`src/rtl/seg_pkg.sv`:
```
package seg_pkg;
    typedef enum logic [2:0] {
        ST_IDLE,
        ST_REJECT,
        ST_CEIL_GO,
        ST_CEIL_WAIT,
        ST_PART_GO,
        ST_PART_WAIT,
        ST_EMIT
    } seg_state_t;
endpackage

```
`src/rtl/seg_req_check.sv`:
```
module seg_req_check #(
    parameter int LEN_W      = 32,
    parameter int ALIGN_BITS = 2
) (
    input  logic [ALIGN_BITS-1:0] addr_low,
    input  logic [LEN_W-1:0]      len,
    output logic                  bad
);
    always_comb begin
        bad = (addr_low != '0) || (len == '0);
    end
endmodule

```
`src/rtl/seg_divider.sv`:
```
module seg_divider #(
    parameter int W = 33
) (
    input  logic         clk,
    input  logic         rst_n,
    input  logic         start,
    input  logic [W-1:0] dividend,
    input  logic [W-1:0] divisor,
    output logic         done,
    output logic [W-1:0] quotient
);
    localparam int CW = $clog2(W + 1);

    logic [W:0]     acc;
    logic [W-1:0]   q;
    logic [W-1:0]   n_r;
    logic [W-1:0]   d_r;
    logic [CW-1:0]  cnt;
    logic           busy;
    logic [W:0]     shifted;
    logic [W:0]     diff;

    always_comb begin
        shifted = {acc[W-1:0], q[W-1]};
        diff    = shifted - {1'b0, d_r};
    end

    always_ff @(posedge clk) begin
        if (!rst_n) begin
            acc  <= '0;
            q    <= '0;
            n_r  <= '0;
            d_r  <= '0;
            cnt  <= '0;
            busy <= 1'b0;
            done <= 1'b0;
        end else begin
            done <= 1'b0;
            if (start) begin
                acc  <= '0;
                q    <= dividend;
                n_r  <= dividend;
                d_r  <= divisor;
                cnt  <= CW'(W);
                busy <= 1'b1;
            end else if (busy) begin
                if (!diff[W]) begin
                    acc <= diff;
                    q   <= {q[W-2:0], 1'b1};
                end else begin
                    acc <= shifted;
                    q   <= {q[W-2:0], 1'b0};
                end
                cnt <= cnt - CW'(1);
                if (cnt == CW'(1)) begin
                    busy <= 1'b0;
                    done <= 1'b1;
                end
            end
        end
    end

    assign quotient = q;

    logic [2*W-1:0] prod;
    logic [2*W-1:0] n_ext;
    logic [2*W-1:0] d_ext;
    always_comb begin
        prod  = {{W{1'b0}}, q} * {{W{1'b0}}, d_r};
        n_ext = {{W{1'b0}}, n_r};
        d_ext = {{W{1'b0}}, d_r};
    end

    assert_quot_bounds_R11: assert property (@(posedge clk) disable iff (!rst_n)
        done |-> (prod <= n_ext) && ((n_ext - prod) < d_ext));
endmodule

```
`src/rtl/seg_splitter.sv`:
```
module seg_splitter
    import seg_pkg::*;
#(
    parameter int ADDR_W     = 32,
    parameter int LEN_W      = 32,
    parameter int MAX_SEG    = 'h1FFF,
    parameter int ALIGN_BITS = 2,
    parameter int CNT_W      = 16
) (
    input  logic              clk,
    input  logic              rst_n,
    input  logic              req_valid,
    output logic              req_ready,
    input  logic [ADDR_W-1:0] req_addr,
    input  logic [LEN_W-1:0]  req_len,
    output logic              req_err,
    output logic              seg_valid,
    input  logic              seg_ready,
    output logic [ADDR_W-1:0] seg_addr,
    output logic [LEN_W-1:0]  seg_len,
    output logic              seg_last,
    output logic [CNT_W-1:0]  seg_count
);
    localparam int              DIV_W      = LEN_W + 1;
    localparam logic [LEN_W-1:0] ALIGN_MASK = LEN_W'((1 << ALIGN_BITS) - 1);
    localparam logic [LEN_W-1:0] MAX_LEN    = LEN_W'(MAX_SEG);
    localparam logic [LEN_W-1:0] CHUNK      = MAX_LEN & ~ALIGN_MASK;

    seg_state_t state_q, state_d;

    logic [ADDR_W-1:0] addr_q;
    logic [LEN_W-1:0]  rem_q;
    logic [LEN_W-1:0]  cur_len;
    logic [DIV_W-1:0]  mult_q;
    logic [CNT_W-1:0]  cnt_q;
    logic [LEN_W-1:0]  rem_after;
    logic              req_bad;
    logic              div_start;
    logic              div_done;
    logic [DIV_W-1:0]  div_num;
    logic [DIV_W-1:0]  div_den;
    logic [DIV_W-1:0]  div_q;
    logic [DIV_W-1:0]  part_len;

    seg_req_check #(.LEN_W(LEN_W), .ALIGN_BITS(ALIGN_BITS)) u_check (
        .addr_low (req_addr[ALIGN_BITS-1:0]),
        .len      (req_len),
        .bad      (req_bad)
    );

    seg_divider #(.W(DIV_W)) u_div (
        .clk      (clk),
        .rst_n    (rst_n),
        .start    (div_start),
        .dividend (div_num),
        .divisor  (div_den),
        .done     (div_done),
        .quotient (div_q)
    );

    always_comb begin
        rem_after = rem_q - cur_len;
        part_len  = div_q & ~{{(DIV_W-LEN_W){1'b0}}, ALIGN_MASK};
    end

    // Next-state logic
    always_comb begin
        state_d = state_q;
        unique case (state_q)
            ST_IDLE: begin
                if (req_valid) begin
                    if (req_bad)                state_d = ST_REJECT;
                    else if (req_len <= MAX_LEN) state_d = ST_EMIT;
                    else                        state_d = ST_CEIL_GO;
                end
            end
            ST_REJECT:    state_d = ST_IDLE;
            ST_CEIL_GO:   state_d = ST_CEIL_WAIT;
            ST_CEIL_WAIT: if (div_done) state_d = ST_PART_GO;
            ST_PART_GO:   state_d = ST_PART_WAIT;
            ST_PART_WAIT: if (div_done) state_d = ST_EMIT;
            ST_EMIT: begin
                if (seg_ready) begin
                    if (rem_after == '0)           state_d = ST_IDLE;
                    else if (rem_after <= MAX_LEN) state_d = ST_EMIT;
                    else                           state_d = ST_CEIL_GO;
                end
            end
            default: state_d = ST_IDLE;
        endcase
    end

    // State register
    always_ff @(posedge clk) begin
        if (!rst_n) state_q <= ST_IDLE;
        else        state_q <= state_d;
    end

    // Outputs
    always_comb begin
        req_ready = (state_q == ST_IDLE);
        req_err   = (state_q == ST_REJECT);
        seg_valid = (state_q == ST_EMIT);
        div_start = (state_q == ST_CEIL_GO) || (state_q == ST_PART_GO);
        if (state_q == ST_PART_GO) begin
            div_num = {1'b0, rem_q};
            div_den = mult_q;
        end else begin
            div_num = {1'b0, rem_q} + DIV_W'(CHUNK - LEN_W'(1));
            div_den = {1'b0, CHUNK};
        end
        seg_addr  = addr_q;
        seg_len   = cur_len;
        seg_last  = (cur_len == rem_q);
        seg_count = cnt_q;
    end

    // Datapath registers
    always_ff @(posedge clk) begin
        if (!rst_n) begin
            addr_q  <= '0;
            rem_q   <= '0;
            cur_len <= '0;
            mult_q  <= '0;
            cnt_q   <= '0;
        end else begin
            if (state_q == ST_IDLE && req_valid) begin
                addr_q  <= req_addr;
                rem_q   <= req_len;
                cur_len <= req_len;
                cnt_q   <= '0;
            end
            if (state_q == ST_CEIL_WAIT && div_done) mult_q <= div_q;
            if (state_q == ST_PART_WAIT && div_done) cur_len <= part_len[LEN_W-1:0];
            if (state_q == ST_EMIT && seg_ready) begin
                addr_q  <= addr_q + ADDR_W'(cur_len);
                rem_q   <= rem_after;
                cur_len <= rem_after;
                cnt_q   <= cnt_q + CNT_W'(1);
            end
        end
    end

    assert_len_bound_R7: assert property (@(posedge clk) disable iff (!rst_n)
        seg_valid |-> (seg_len != '0) && (seg_len <= MAX_LEN));
    assert_len_align_R7: assert property (@(posedge clk) disable iff (!rst_n)
        (seg_valid && !seg_last) |-> ((seg_len & ALIGN_MASK) == '0));
    assert_hold_R10: assert property (@(posedge clk) disable iff (!rst_n)
        (seg_valid && !seg_ready) |=> seg_valid && $stable(seg_addr) && $stable(seg_len));
    assert_closed_R9: assert property (@(posedge clk) disable iff (!rst_n)
        seg_valid |-> !req_ready);
    assert_err_quiet_R2: assert property (@(posedge clk) disable iff (!rst_n)
        req_err |-> !seg_valid && !req_ready);
    assert_part_fits_R5: assert property (@(posedge clk) disable iff (!rst_n)
        (state_q == ST_PART_WAIT && div_done) |-> (div_q[DIV_W-1] == 1'b0));
endmodule

```
`config.mk`:
```
export PLATFORM = sky130hd
export DESIGN_NAME = seg_splitter
export DESIGN_NICKNAME = d
export VERILOG_FILES = /design/src/rtl/seg_pkg.sv /design/src/rtl/seg_req_check.sv /design/src/rtl/seg_divider.sv /design/src/rtl/seg_splitter.sv
export SDC_FILE = /design/constraint.sdc
export NUM_CORES = 1
export LEC_CHECK = 0
export BUFFER_PORTS_ARGS = -buffer_cell sky130_fd_sc_hd__buf_2
export CORE_UTILIZATION = 45
export DETAILED_ROUTE_END_ITERATION = 12
export HOLD_SLACK_MARGIN = 0.12
export SETUP_SLACK_MARGIN = 0.3
export SLEW_MARGIN = 20
export SYNTH_ARGS = -nofsm -noshare
export SYNTH_HDL_FRONTEND = slang
export SYNTH_SLANG_ARGS = --single-unit
```
`constraint.sdc`:
```
create_clock -name clk -period 7.7 [get_ports clk]
set_input_delay 1.54 -clock clk [delete_from_list [all_inputs] [get_ports clk]]
set_output_delay 1.54 -clock clk [all_outputs]
set_load 0.05 [all_outputs]
```
==> qor.log <==
INFO  detailed_routing met1Wirelength=23.9mm
INFO  detailed_routing detailroute.via_count=16.1k
INFO  worst_setup_path cp-end-kind=primary output
INFO  yosys          synth-main-ff-cell=sky130_fd_sc_hd__dfxtp_1
INFO  cts            deepest_clock_path_buffer_count=3
INFO  yosys          synthCells=2167
INFO  global_route   grt_antenna_before_repair=0
INFO  die            floorplan.io_pins=152
INFO  layout         design.final.nets=2413
INFO  cts            cts.hold.buffers_added=0
INFO  timing         fin_setup_tns=0ns
INFO  power          vdd_ir_drop_max=0.191mV
INFO  timing         setup_ws=3.10ns
INFO  flow_run       maxCapViolCount=0
INFO  timing         fin_hold_ws=0.454ns
INFO  detailed_routing first_pass_detailed_route_iteration_total=5
INFO  yosys          post_synth.cell_area_avg=7.75um^2
INFO  status         outcome=finished clean
INFO  die            floorplan.initialDensity=45.8%
INFO  yosys          post_synth_num_cell_types=84
INFO  die            die_h=195um
INFO  timing         drv_slew=0
INFO  power          power_frac_seq=34.4%
INFO  yosys          syn_area=16800um^2
INFO  timing         rsz0062_at_grt=no
INFO  global_route   wire_length_of_the_first_global_routing_pass=83.4mm
INFO  layout         final_cell_count_no_fill=2733
INFO  detailed_routing route.top_layer_used=met4
INFO  layout         fin_area=18800um^2
INFO  worst_setup_path timing.critical_path.slowest_stage_cell=sky130_fd_sc_hd__dfxtp_1
INFO  detailed_routing ant_nets=0
INFO  worst_hold_path worst_hold_path_type=flop to flop
INFO  cts            cts-root-buf=sky130_fd_sc_hd__clkbuf_16
INFO  worst_setup_path worstSetupStartpointType=flop
INFO  die            placementRows=70
INFO  worst_setup_path path_max_fanout=7
INFO  layout         diodes=0
INFO  power          p_int=2.76mW
INFO  cts            cts_setup_buffers=0
INFO  die            horizontal_extent_of_the_die=195um
INFO  detailed_routing drt_first_iter_violations=993
INFO  worst_setup_path timing.critical_path.max_delay_family=simple AND/OR/NAND/NOR gates
INFO  power          power.net_switching=1.54mW
INFO  timing         period_share=59.8%
INFO  global_route   first_global_vias=14.9k
INFO  layout         synthToLayoutAreaGrowth=11.9%
INFO  detailed_routing routedWlPerCell=19.5um
INFO  timing         worst_slew_pin_slew=1.10ns
INFO  power          p_per_area=229nW/um^2
INFO  global_route   pin_count_of_the_biggest_net_entering_global_routing=104
INFO  cts            cts_sinks=255
INFO  yosys          synth_sequential_area_ratio=30.4%
INFO  layout         final_layout_size_suffix_gt1_share=10.9%
INFO  global_route   grt_usage=27.2%
INFO  placement      numPortBuffers=151
INFO  worst_setup_path critPathBufInv=3
INFO  power          power.switching_fraction=35.9%
INFO  cts            insertion_delay=0.60ns
INFO  cts            clk_pin_slew=0.06ns
INFO  timing         fin_worst_skew=0.0142ns
INFO  yosys          synthesis.nets=2337
INFO  placement      dp_cells=2677
INFO  placement      gp_routability_congestion=0.934
INFO  detailed_routing detailroute.wirelength.met2=24.2mm
INFO  yosys          yosys_warnings=0
INFO  cts            tritoncts=built
INFO  worst_setup_path worstPathArrival=3.06ns
INFO  timing         max_freq=217MHz
INFO  yosys          async_flop_share=0%
INFO  worst_setup_path timing.critical_path.cells=inv_1 -> ha_1 -> and3_1 -> nand4_1 -> inv_1 -> nand4_1 -> nor4_1 -> buf_2
INFO  power          clock_power_share=34.1%
INFO  power          leakage=8.18nW
INFO  placement      pre_cts_slack=3.45ns
INFO  worst_setup_path worst-endpoint-required=6.16ns
INFO  placement      detailed_place_hpwl=38.5mm
INFO  cts            numCtsBuffers=31
INFO  worst_setup_path crit_path_largest_cell_delay=0.51ns
INFO  power          power.share.combinational=31.5%
INFO  detailed_routing met3WireLength=3.13mm
INFO  detailed_routing drt_wl_total=53.2mm
INFO  global_route   globalRoute.totalOverflow=0
INFO  timing         report.final.setup_viol=0
INFO  power          p_total=4.30mW
INFO  yosys          postSynthRegisterBits=255
INFO  timing         minimum_period_implied_by_the_final_worst_setup_slack=4.60ns
INFO  worst_setup_path timing_worst_setup_path_type=flop to primary output
INFO  cts            h-tree-depth=1
INFO  detailed_routing post_drt_via_cell_ratio=5.89
INFO  cts            cts_resized=0
INFO  yosys          synth_edf_count=0
INFO  placement      place_area=17800um^2
INFO  layout         postLayoutCoreUtil=51.2%
INFO  timing         max_slew_margin=26.6%
INFO  detailed_routing drcViolationCount=0
INFO  die            core_region_area=36700um^2
INFO  die            die-area=38100um^2
INFO  timing         finalHoldViolCount=0
==> layout by cell type (no fill, tap or decap), types with 60 or more instances in the layout <==
| cell | n |
|---|---|
| sky130_fd_sc_hd__nand2_1 | 316 |
| sky130_fd_sc_hd__dfxtp_1 | 254 |
| sky130_fd_sc_hd__a21oi_1 | 171 |
| sky130_fd_sc_hd__o21ai_0 | 162 |
| sky130_fd_sc_hd__buf_2 | 150 |
| sky130_fd_sc_hd__nor2_1 | 121 |
| sky130_fd_sc_hd__ha_1 | 99 |
| sky130_fd_sc_hd__inv_1 | 87 |
| sky130_fd_sc_hd__a21boi_0 | 72 |
| sky130_fd_sc_hd__nand3_1 | 60 |
==> Yosys cell counts, types with 31 or more instances <==
master | n | area share (%)
sky130_fd_sc_hd__a21boi_0 | 72 | 3.2
sky130_fd_sc_hd__and2_1 | 31 | 1.2
sky130_fd_sc_hd__nor2_1 | 126 | 2.8
sky130_fd_sc_hd__nand3_1 | 60 | 1.8
sky130_fd_sc_hd__nor3_1 | 47 | 1.4
sky130_fd_sc_hd__o21ai_0 | 162 | 4.8
sky130_fd_sc_hd__nand2_1 | 319 | 7.1
sky130_fd_sc_hd__xor2_1 | 42 | 2.2
sky130_fd_sc_hd__o211a_1 | 33 | 2.0
sky130_fd_sc_hd__and3_1 | 32 | 1.2
sky130_fd_sc_hd__inv_1 | 87 | 1.9
sky130_fd_sc_hd__ha_1 | 99 | 7.4
sky130_fd_sc_hd__a21oi_1 | 171 | 5.1
sky130_fd_sc_hd__dfxtp_1 | 255 | 30
sky130_fd_sc_hd__a21o_1 | 36 | 1.6
sky130_fd_sc_hd__clkbuf_1 | 103 | 2.3
sky130_fd_sc_hd__xnor2_1 | 57 | 3.0
sky130_fd_sc_hd__nor2b_1 | 35 | 1.3
sky130_fd_sc_hd__mux2i_1 | 48 | 2.9
==> final timing paths <==
check | start | to | slack [ns] | cells after the start
max | seg_len[23] | seg_last | 3.10 | 8
min | mult_q[19] | u_div.d_r[19] | 0.45 | 2
max reg2reg | seg_len[12] | state_q[1] | 3.67 | 12
min reg2reg | mult_q[19] | u_div.d_r[19] | 0.45 | 2
==> worst reg2reg max path: cells and delay by family (launching register included) <==
family | cells | cell delay, ns
AO/OA/AOI/OAI | 7 | 2.06
adder cells (fa/ha/maj) | 1 | 0.40
flip-flops | 1 | 0.41
XOR/XNOR | 1 | 0.32
buffers and inverters | 1 | 0.07
AND/OR/NAND/NOR | 2 | 0.66
==> per-layer routing <==
layer,up-vias,GRT usage (%)
li1,7975,-
met1,7633,36.1
met2,406,44.6
met3,79,4.15
met4,0,9.71
met5,-,0
==> power groups by stage <==
stage	sequential, mW	clock (mW)	combinational [mW]
floorplan	1.54	0	0.991
global placement	1.50	0	1.33
detailed placement	1.51	0	1.34
CTS	1.48	1.50	1.35
global route	1.48	1.55	1.50
finish	1.48	1.47	1.36
==> registers in the layout, summed over array words and instances, names as in the netlist <==
register and cells:
u_div.quotient 33, rem_q 32, mult_q 33, u_div.d_r 33
u_div.done 1, state_q 3, seg_count 16, u_div.cnt 6
u_div.acc 33, u_div.busy 1, seg_addr 32, seg_len 32
==> layout make-up <==
| class | instances | area (um^2) |
|---|---|---|
| fillers | 3647 | 17900 |
| clock buffers | 44 | 875 |
| well taps | 468 | 586 |
| multi-input cells | 1702 | 10900 |
| flip-flops and latches | 255 | 5110 |
| clock inverters | 11 | 130 |
| inverters | 88 | 330 |
| repair buffers | 165 | 867 |
==> cells by family after synthesis <==
kind of cell               share of synthesized area, %
and+or+nand+nor                                    21.5
AOI/OAI and AO/OA                                  27.3
DFF                                                30.4
buffers and inverters                              4.89
adders and majority gates                          7.73
xor gates and xnor gates                           5.16
muxes                                              3.06
Power figures use the tool's default switching activity.
